### config.mk
export PLATFORM = sky130hd
export DESIGN_NAME = cpu_step_clkctl
export DESIGN_NICKNAME = d
export VERILOG_FILES = /design/src/rtl/cpu_step_clkctl_pkg.sv /design/src/rtl/cpu_fetch_detect.sv /design/src/rtl/cpu_step_counter.sv /design/src/rtl/cpu_reset_seq.sv /design/src/rtl/cpu_step_clkctl.sv
export SDC_FILE = /design/constraint.sdc
export NUM_CORES = 1
export LEC_CHECK = 0
export CORE_MARGIN = 4
export CORE_UTILIZATION = 65
export DETAILED_ROUTE_END_ITERATION = 12
export DONT_BUFFER_PORTS = 1
export PLACE_DENSITY = 0.87
export SYNTH_ARGS = -nofsm -noshare
export SYNTH_HDL_FRONTEND = slang
export SYNTH_SLANG_ARGS = --single-unit
### constraint.sdc
create_clock -name clk -period 5.9 [get_ports clk]
set_input_delay 0.885 -clock clk [delete_from_list [all_inputs] [get_ports clk]]
set_output_delay 0.885 -clock clk [all_outputs]
set_load 0.01 [all_outputs]
### src/rtl/cpu_step_clkctl_pkg.sv
package cpu_step_clkctl_pkg;

  // Command codes on cmd_op
  typedef enum logic [1:0] {
    OP_RESET = 2'b00,
    OP_RUN   = 2'b01,
    OP_STEP  = 2'b10,
    OP_STOP  = 2'b11
  } cmd_op_e;

  // Controller modes
  typedef enum logic [2:0] {
    M_FREE   = 3'd0,   // no debug session: processor untouched
    M_RSTSEQ = 3'd1,   // processor reset being applied
    M_HALT   = 3'd2,   // parked
    M_RUN    = 3'd3,   // released by host
    M_STEP   = 3'd4    // counted advance in progress
  } ctl_mode_e;

  localparam logic UNIT_CYC  = 1'b0;
  localparam logic UNIT_INSN = 1'b1;

endpackage

### src/rtl/cpu_fetch_detect.sv
module cpu_fetch_detect #(
  parameter bit WIDE_CPU = 1'b1
) (
  input  logic st_fetch,
  input  logic st_prog,
  input  logic st_data,
  output logic is_fetch
);

  generate
    if (WIDE_CPU) begin : g_wide
      // opcode fetch: program and data address both flagged valid
      assign is_fetch = st_prog & st_data;
      logic unused_pin;
      assign unused_pin = st_fetch;
    end else begin : g_narrow
      assign is_fetch = st_fetch;
      logic unused_pins;
      assign unused_pins = st_prog ^ st_data;
    end
  endgenerate

endmodule

### src/rtl/cpu_step_counter.sv
module cpu_step_counter
  import cpu_step_clkctl_pkg::*;
#(
  parameter int CNT_W = 16
) (
  input  logic             clk,
  input  logic             rst,
  input  logic             load,
  input  logic [CNT_W-1:0] load_val,
  input  logic             load_unit,
  input  logic             active,
  input  logic             clk_en,
  input  logic             is_fetch,
  output logic             hold,
  output logic             finish
);

  localparam logic [CNT_W-1:0] ONE = {{(CNT_W-1){1'b0}}, 1'b1};

  logic [CNT_W-1:0] remain;
  logic             unit_q;
  logic             at_zero;
  logic             consume;

  assign at_zero = (remain == '0);

  // instruction unit: next fetch arrives with nothing left to run
  assign hold = active && (unit_q == UNIT_INSN) && is_fetch && at_zero;

  assign finish = active &&
                  ((unit_q == UNIT_INSN) ? (is_fetch && at_zero)
                                         : (clk_en && remain == ONE));

  assign consume = active && clk_en && !at_zero &&
                   ((unit_q == UNIT_CYC) || is_fetch);

  always_ff @(posedge clk) begin
    if (rst) begin
      remain <= '0;
      unit_q <= UNIT_CYC;
    end else if (load) begin
      remain <= load_val;
      unit_q <= load_unit;
    end else if (consume) begin
      remain <= remain - ONE;
    end
  end

endmodule

### src/rtl/cpu_reset_seq.sv
module cpu_reset_seq #(
  parameter int RST_CYCLES = 4
) (
  input  logic clk,
  input  logic rst,
  input  logic start,
  input  logic active,
  output logic last
);

  localparam int RW = (RST_CYCLES > 1) ? $clog2(RST_CYCLES) : 1;
  localparam logic [RW-1:0] LOAD = RW'(RST_CYCLES - 1);

  logic [RW-1:0] left;

  assign last = active && (left == '0);

  always_ff @(posedge clk) begin
    if (rst) begin
      left <= '0;
    end else if (start) begin
      left <= LOAD;
    end else if (active && left != '0) begin
      left <= left - 1'b1;
    end
  end

endmodule

### src/rtl/cpu_step_clkctl.sv
module cpu_step_clkctl
  import cpu_step_clkctl_pkg::*;
#(
  parameter int CNT_W      = 16,
  parameter int RST_CYCLES = 4,
  parameter bit WIDE_CPU   = 1'b1
) (
  input  logic             clk,
  input  logic             rst,
  input  logic             cmd_valid,
  input  logic [1:0]       cmd_op,
  input  logic [CNT_W-1:0] cmd_count,
  input  logic             cmd_unit,
  input  logic             st_fetch,
  input  logic             st_prog,
  input  logic             st_data,
  output logic             cpu_clk_en,
  output logic             cpu_reset,
  output logic             halted,
  output logic             op_done,
  output logic             busy
);

  ctl_mode_e mode;
  cmd_op_e   op;
  logic      is_fetch;
  logic      accept;
  logic      zero_req;
  logic      step_load;
  logic      seq_start;
  logic      seq_active;
  logic      seq_last;
  logic      step_active;
  logic      step_hold;
  logic      step_finish;

  assign op          = cmd_op_e'(cmd_op);
  assign step_active = (mode == M_STEP);
  assign seq_active  = (mode == M_RSTSEQ);
  assign busy        = step_active || seq_active;
  assign accept      = cmd_valid && !busy;
  assign zero_req    = (cmd_count == '0);
  assign step_load   = accept && (op == OP_STEP) && !zero_req;
  assign seq_start   = accept && (op == OP_RESET);

  cpu_fetch_detect #(
    .WIDE_CPU (WIDE_CPU)
  ) u_fetch (
    .st_fetch (st_fetch),
    .st_prog  (st_prog),
    .st_data  (st_data),
    .is_fetch (is_fetch)
  );

  cpu_step_counter #(
    .CNT_W (CNT_W)
  ) u_count (
    .clk       (clk),
    .rst       (rst),
    .load      (step_load),
    .load_val  (cmd_count),
    .load_unit (cmd_unit),
    .active    (step_active),
    .clk_en    (cpu_clk_en),
    .is_fetch  (is_fetch),
    .hold      (step_hold),
    .finish    (step_finish)
  );

  cpu_reset_seq #(
    .RST_CYCLES (RST_CYCLES)
  ) u_rseq (
    .clk    (clk),
    .rst    (rst),
    .start  (seq_start),
    .active (seq_active),
    .last   (seq_last)
  );

  // Enable depends on the pending cycle type in instruction steps,
  // so it is decoded from the mode register and the status pins.
  always_comb begin
    unique case (mode)
      M_FREE, M_RUN, M_RSTSEQ: cpu_clk_en = 1'b1;
      M_STEP:                  cpu_clk_en = !step_hold;
      default:                 cpu_clk_en = 1'b0;
    endcase
  end

  assign halted = !cpu_clk_en;

  always_ff @(posedge clk) begin
    if (rst) begin
      mode      <= M_FREE;
      cpu_reset <= 1'b0;
      op_done   <= 1'b0;
    end else begin
      op_done <= 1'b0;
      unique case (mode)
        M_RSTSEQ: begin
          if (seq_last) begin
            mode      <= M_HALT;
            cpu_reset <= 1'b0;
            op_done   <= 1'b1;
          end
        end
        M_STEP: begin
          if (step_finish) begin
            mode    <= M_HALT;
            op_done <= 1'b1;
          end
        end
        default: begin
          if (accept) begin
            unique case (op)
              OP_RESET: begin
                mode      <= M_RSTSEQ;
                cpu_reset <= 1'b1;
              end
              OP_RUN:  mode <= M_RUN;
              OP_STOP: mode <= M_HALT;
              default: begin
                if (zero_req) begin
                  mode    <= M_HALT;
                  op_done <= 1'b1;
                end else begin
                  mode <= M_STEP;
                end
              end
            endcase
          end
        end
      endcase
    end
  end

endmodule

Word level (Yosys, flattened, before mapping)
Index checks and enable logic that the tools add are counted.

storage, ports and cells
  register bits after elaboration = 24
  output and inout bits = 5
  logic and storage cells = 79

operators by class
  add/sub/neg operators = 2
  eq/ne operators = 9
  mux-type cells = 22
  bitwise gates (word level) = 3
  reductions and logical operators = 37

operator list
  cell                                                                   number
  16-bit zero test                                                       2
  16-bit 2-to-1 mux                                                      2
  16-bit by 1-bit == test with 1-bit output (second input constant)      1
  16-bit by 1-bit subtractor with 16-bit output (second input constant)  1
  1-bit logical AND                                                      15
  3-bit 2-to-1 mux                                                       4
  2-bit nonzero test                                                     5
  1-bit 2-to-1 mux                                                       9
  3-bit case mux with 3 select lines                                     1
  1-bit case mux with 2 select lines                                     3
  3-bit case mux with 2 select lines                                     1
  3-bit OR reduction                                                     2
  1-bit zero test                                                        5
  2-bit == test (second input constant)                                  2
  2-bit zero test                                                        2
  2-bit 2-to-1 mux                                                       2
  2-bit by 1-bit != test with 1-bit output (second input constant)       2
  4-bit AND reduction                                                    1
  3-bit by 1-bit == test with 1-bit output (second input constant)       1
  3-bit by 2-bit == test with 1-bit output (second input constant)       1
  3-bit == test (second input constant)                                  1
  3-bit zero test                                                        1
  3-bit AND reduction                                                    1
  3-bit nonzero test                                                     1
  5 further kinds                                                        7

Logic depth before layout (Yosys ltp)
  word-level depth = 11
  gate-level depth with buffers = 8
  mapped depth without buffers = 7

Hierarchy
From an unflattened synthesis, not the netlist that was laid out.

second synthesis, totals
  cell total of the unflattened synthesis = 211
  area, all modules = 1669.1 um2

by module, submodules not included
  module            instances  cells each  area an instance (um2)  seq. area each (um2)
  cpu_step_counter  1          149         1173.6                  340.3
  cpu_step_clkctl   1          48          366.6                   100.1
  cpu_reset_seq     1          13          122.6                   40.0
  cpu_fetch_detect  1          1           6.3                     0.0

Worst setup path after synthesis
OpenSTA, ideal clock, no wires.

  path type = flip-flop to output port
  start = register u_count.remain[4]
  end = output halted
  data arrival time = 1.993 ns
  slack = 3.022 ns
  stages on the path, launching flop included = 6
  path through = dfxtp_1 -> or4_4 -> nor4_1 -> and3_1 -> a21oi_1 -> o2bb2ai_1

between the ends
  word-level cells in the longest chain between the ends = 5

RTL lines
  item                                line                    source
  start: declaration                  cpu_step_counter.sv:20  logic [CNT_W-1:0] remain;
  start signal: assignment            cpu_step_counter.sv:42  remain <= load_val;
  start signal: assignment            cpu_step_counter.sv:45  remain <= remain - ONE;
  16-bit zero test                    cpu_step_counter.sv:25  assign at_zero = (remain == '0);
  1-bit logical AND                   cpu_step_counter.sv:28  assign hold = active && (unit_q == UNIT_INSN) && is_fetch && at_zero;
  1-bit zero test                     cpu_step_clkctl.sv:85   M_STEP: cpu_clk_en = !step_hold;
  1-bit case mux with 2 select lines  cpu_step_clkctl.sv:83   unique case (mode)
  1-bit zero test                     cpu_step_clkctl.sv:90   assign halted = !cpu_clk_en;
  end: declaration                    cpu_step_clkctl.sv:19   output logic halted,

No other way between the ends.

Worst setup path after layout
Same ends and word-level chain as after synthesis.

==> impl_metrics.json <==
{
  "critical_path.n_buffers_inverters": 0,
  "minimum_setup_slack_in_the_final_design_ns": 2.36,
  "number_of_cell_rows": 17,
  "synth_largest_area_cell": "sky130_fd_sc_hd__dfxtp_1",
  "route.final.wire_length_um": 3640,
  "worstPathRequired_ns": 5.02,
  "proportion_of_netlist_area_held_by_the_largest_area_contributor": 0.323,
  "cts.path.max_buffers": 2,
  "status": "finished clean",
  "core_area_um2": 2190,
  "met1_usage": 0.302,
  "post_cts.repair.setup_buffers": 0,
  "drive_above_1_share": 0.113,
  "grt_first_pass_wirelength_um": 6150,
  "finalSetupViolations": 0,
  "routed_via_count_divided_by_cell_count": 7.08,
  "detail_route.wl_per_cell_um": 17.8,
  "io_buffer_count": 0,
  "number_of_cell_instances_on_the_worst_register_to_register_path": 7,
  "combined_area_of_all_synthesized_cells_um2": 1490,
  "finalSetupTns_ns": 0,
  "global_router_s_overall_resource_usage": 0.242,
  "post_synth_most_frequent_cells": "sky130_fd_sc_hd__dfxtp_1 (24), sky130_fd_sc_hd__nor2_1 (15), sky130_fd_sc_hd__nand2_1 (13)",
  "power.leakage_uw": 0.000528,
  "drtIter0Drc": 34,
  "slew_viol_final": 0,
  "power_density_nw_per_um2": 247,
  "synth_most_common_cell": "sky130_fd_sc_hd__dfxtp_1",
  "via_count": 1451,
  "place_congestion": 0.866,
  "die_area_um2": 3120,
  "cp_slowest_stage_delay_ns": 0.69,
  "cts-buffers-inserted": 3,
  "boundaryPins": 30,
  "synth_seq_area_share": 0.323,
  "number_of_warnings_reported_in_the_yosys_synthesis_log": 0,
  "slew-limit-headroom": 0.408,
  "worst_slack_placed_ns": 2.73,
  "cts_tree": "done",
  "antenna_cells": 0,
  "setup.worst_path.end_class": "output pin",
  "ys_types": 52,
  "synth_area_per_cell_um2": 8.17,
  "worst_clock_skew_ns": 0.00244,
  "peakVddDrop_uv": 141,
  "crit_arrival_ns": 2.65,
  "syn_inst": 182,
  "grt_pass1_vias": 1350,
  "die_x_um": 55.8,
  "worstPathMaxFanout": 7,
  "antenna_violations_before_repair": 0,
  "timing.setup.critical_path_class": "register to output pin",
  "path_cells": "or4_4 -> nor4_1 -> and3_1 -> a21oi_1 -> o2bb2ai_1",
  "pin_count_of_the_biggest_net_entering_global_routing": 21,
  "final-hold-violation-count": 0,
  "grt_setup_unrepaired": "false",
  "final_period_minus_worst_setup_slack_ns": 3.54,
  "overflow": 0,
  "synth.ff_latch_count": 24,
  "yosys_most_used_dff": "sky130_fd_sc_hd__dfxtp_1",
  "die_h_um": 55.8,
  "tightestPinTransition_ns": 0.879,
  "path_delay_family": "simple AND/OR/NAND/NOR gates",
  "finalCritPeriodShare": 0.599,
  "globalRouteMet3Util": 0.0464,
  "cts-resized-gates": 0,
  "hold_path.class": "register to register",
  "hold-path-cell-count": 2,
  "hpwl_um": 2690,
  "clock_tree.htree_level_count": 1,
  "grt-busiest-layer": "met2",
  "worst_setup_path_start_kind": "register",
  "synth.net_count": 211,
  "met2_layer_usage_reported_by_global_route": 0.422,
  "ctsHoldBuffers": 0,
  "worst-path-stages": 5,
  "clk_transition_reported_paths_ns": 0.14,
  "clk-insertion-delay-late_ns": 0.32,
  "synth_top_cells_by_area": "sky130_fd_sc_hd__dfxtp_1 (32%), sky130_fd_sc_hd__nor2_1 (3.8%), sky130_fd_sc_hd__o211ai_1 (3.5%), sky130_fd_sc_hd__a31oi_1 (3.4%), sky130_fd_sc_hd__ha_1 (3.4%)",
  "drt-pass1-iter-count": 4,
  "initial_core_util": 0.679,
  "num-nets-final": 207,
  "maxClockFrequency_mhz": 283,
  "drc_errors": 0,
  "route.antenna.remaining_nets": 0,
  "drv_cap": 0,
  "synth_edf_count": 0,
  "clockRootBuffer": "sky130_fd_sc_hd__clkbuf_4",
  "area_growth_syn_to_layout_pct": 2.44,
  "synthArstFlopShare": 0,
  "tritoncts_num_sinks": 24,
  "slowest_stage": "sky130_fd_sc_hd__nor4_1"
}
==> state kept, by name, indices dropped and copies added (netlist names) <==
| signal | flops |
|---|---|
| u_count.remain | 16 |
| mode | 3 |
| u_rseq.left | 2 |
| cpu_reset | 1 |
| op_done | 1 |
| u_count.unit_q | 1 |
==> placed cells by master (no fill, tap or decap), types with 2 or more instances in the layout <==
| cell type | n |
|---|---|
| sky130_fd_sc_hd__or3_2 | 4 |
| sky130_fd_sc_hd__or3_1 | 3 |
| sky130_fd_sc_hd__and3_1 | 3 |
| sky130_fd_sc_hd__a21oi_1 | 9 |
| sky130_fd_sc_hd__a2111oi_0 | 3 |
| sky130_fd_sc_hd__or4_4 | 2 |
| sky130_fd_sc_hd__o211ai_1 | 7 |
| sky130_fd_sc_hd__nor3_1 | 5 |
| sky130_fd_sc_hd__dfxtp_1 | 24 |
| sky130_fd_sc_hd__nand2_1 | 13 |
| sky130_fd_sc_hd__nor3b_1 | 3 |
| sky130_fd_sc_hd__o211a_1 | 2 |
| sky130_fd_sc_hd__nand3_1 | 6 |
| sky130_fd_sc_hd__mux2i_1 | 2 |
| sky130_fd_sc_hd__inv_1 | 11 |
| sky130_fd_sc_hd__a311oi_1 | 2 |
| sky130_fd_sc_hd__nor4_1 | 6 |
| sky130_fd_sc_hd__mux2_2 | 2 |
| sky130_fd_sc_hd__o21ai_0 | 6 |
| sky130_fd_sc_hd__ha_1 | 4 |
| sky130_fd_sc_hd__a31oi_1 | 8 |
| sky130_fd_sc_hd__a211oi_1 | 4 |
| sky130_fd_sc_hd__nor2_1 | 15 |
| sky130_fd_sc_hd__clkbuf_4 | 3 |
| sky130_fd_sc_hd__xnor2_1 | 3 |
==> where the power goes <==
group	internal [uW]	leakage [uW]	total [uW]	switching (uW)
Sequential	174	0.000196	190	15.8
Combinational	41.1	0.000311	95.8	54.7
Clock	37.8	0.0000210	91.0	53.3
Total	253	0.000528	377	124
==> area by class of cell <==
| cell class | count | area [um2] |
|---|---|---|
| fillers | 187 | 667 |
| inverters | 11 | 41.3 |
| well taps | 28 | 35.0 |
| multi-input cells | 138 | 931 |
| clock buffers | 4 | 36.3 |
| flip-flops and latches | 24 | 480 |
==> worst paths after layout <==
kind / to / slack (ns) / from
min reg2reg: u_count.unit_q / 0.48 / u_count.unit_q
max reg2reg: u_count.remain[4] / 3.32 / u_count.remain[1]
min: u_count.unit_q / 0.48 / u_count.unit_q
max: halted / 2.36 / u_count.remain[4]
==> tightest hold or removal path: cells and delay by family, from the launching register on <==
| kind | cells | cell delay [ns] |
|---|---|---|
| and+or+nand+nor | 1 | 0.05 |
| DFF | 1 | 0.35 |
| AOI/OAI and AO/OA | 1 | 0.05 |
==> through the flow <==
| step | hold WS [ns] | instances | total power (uW) | util | cell area [um2] |
|---|---|---|---|---|---|
| 2_1_floorplan | 0.444 | 182 | 271 | - | 1490 |
| 3_3_place_gp | 0.452 | 201 | 283 | 0.679 | 1490 |
| 3_5_place_dp | 0.463 | 201 | 288 | 0.679 | 1490 |
| 4_1_cts | 0.480 | 205 | 375 | 0.696 | 1520 |
| 5_1_grt | 0.512 | 205 | 396 | 0.696 | 1520 |
| 6_report | 0.479 | 205 | 377 | 0.696 | 1520 |
==> metal layers <==
layer | share of wire | vias to the layer above
met5 | 0 | -
met4 | 0.013 | 0
met3 | 0.055 | 6
met2 | 0.51 | 54
met1 | 0.43 | 702
li1 | - | 689
==> kinds of logic after synthesis <==
family,Yosys count,synth area share
AO/OA/AOI/OAI,57,0.282
XOR/XNOR,4,0.0236
adder cells (fa/ha/maj),4,0.0336
buffers and inverters,20,0.0513
flip-flops,24,0.323
multiplexers,4,0.0286
AND/OR/NAND/NOR,69,0.258
Note: power is estimated with default switching activity, not from simulation.
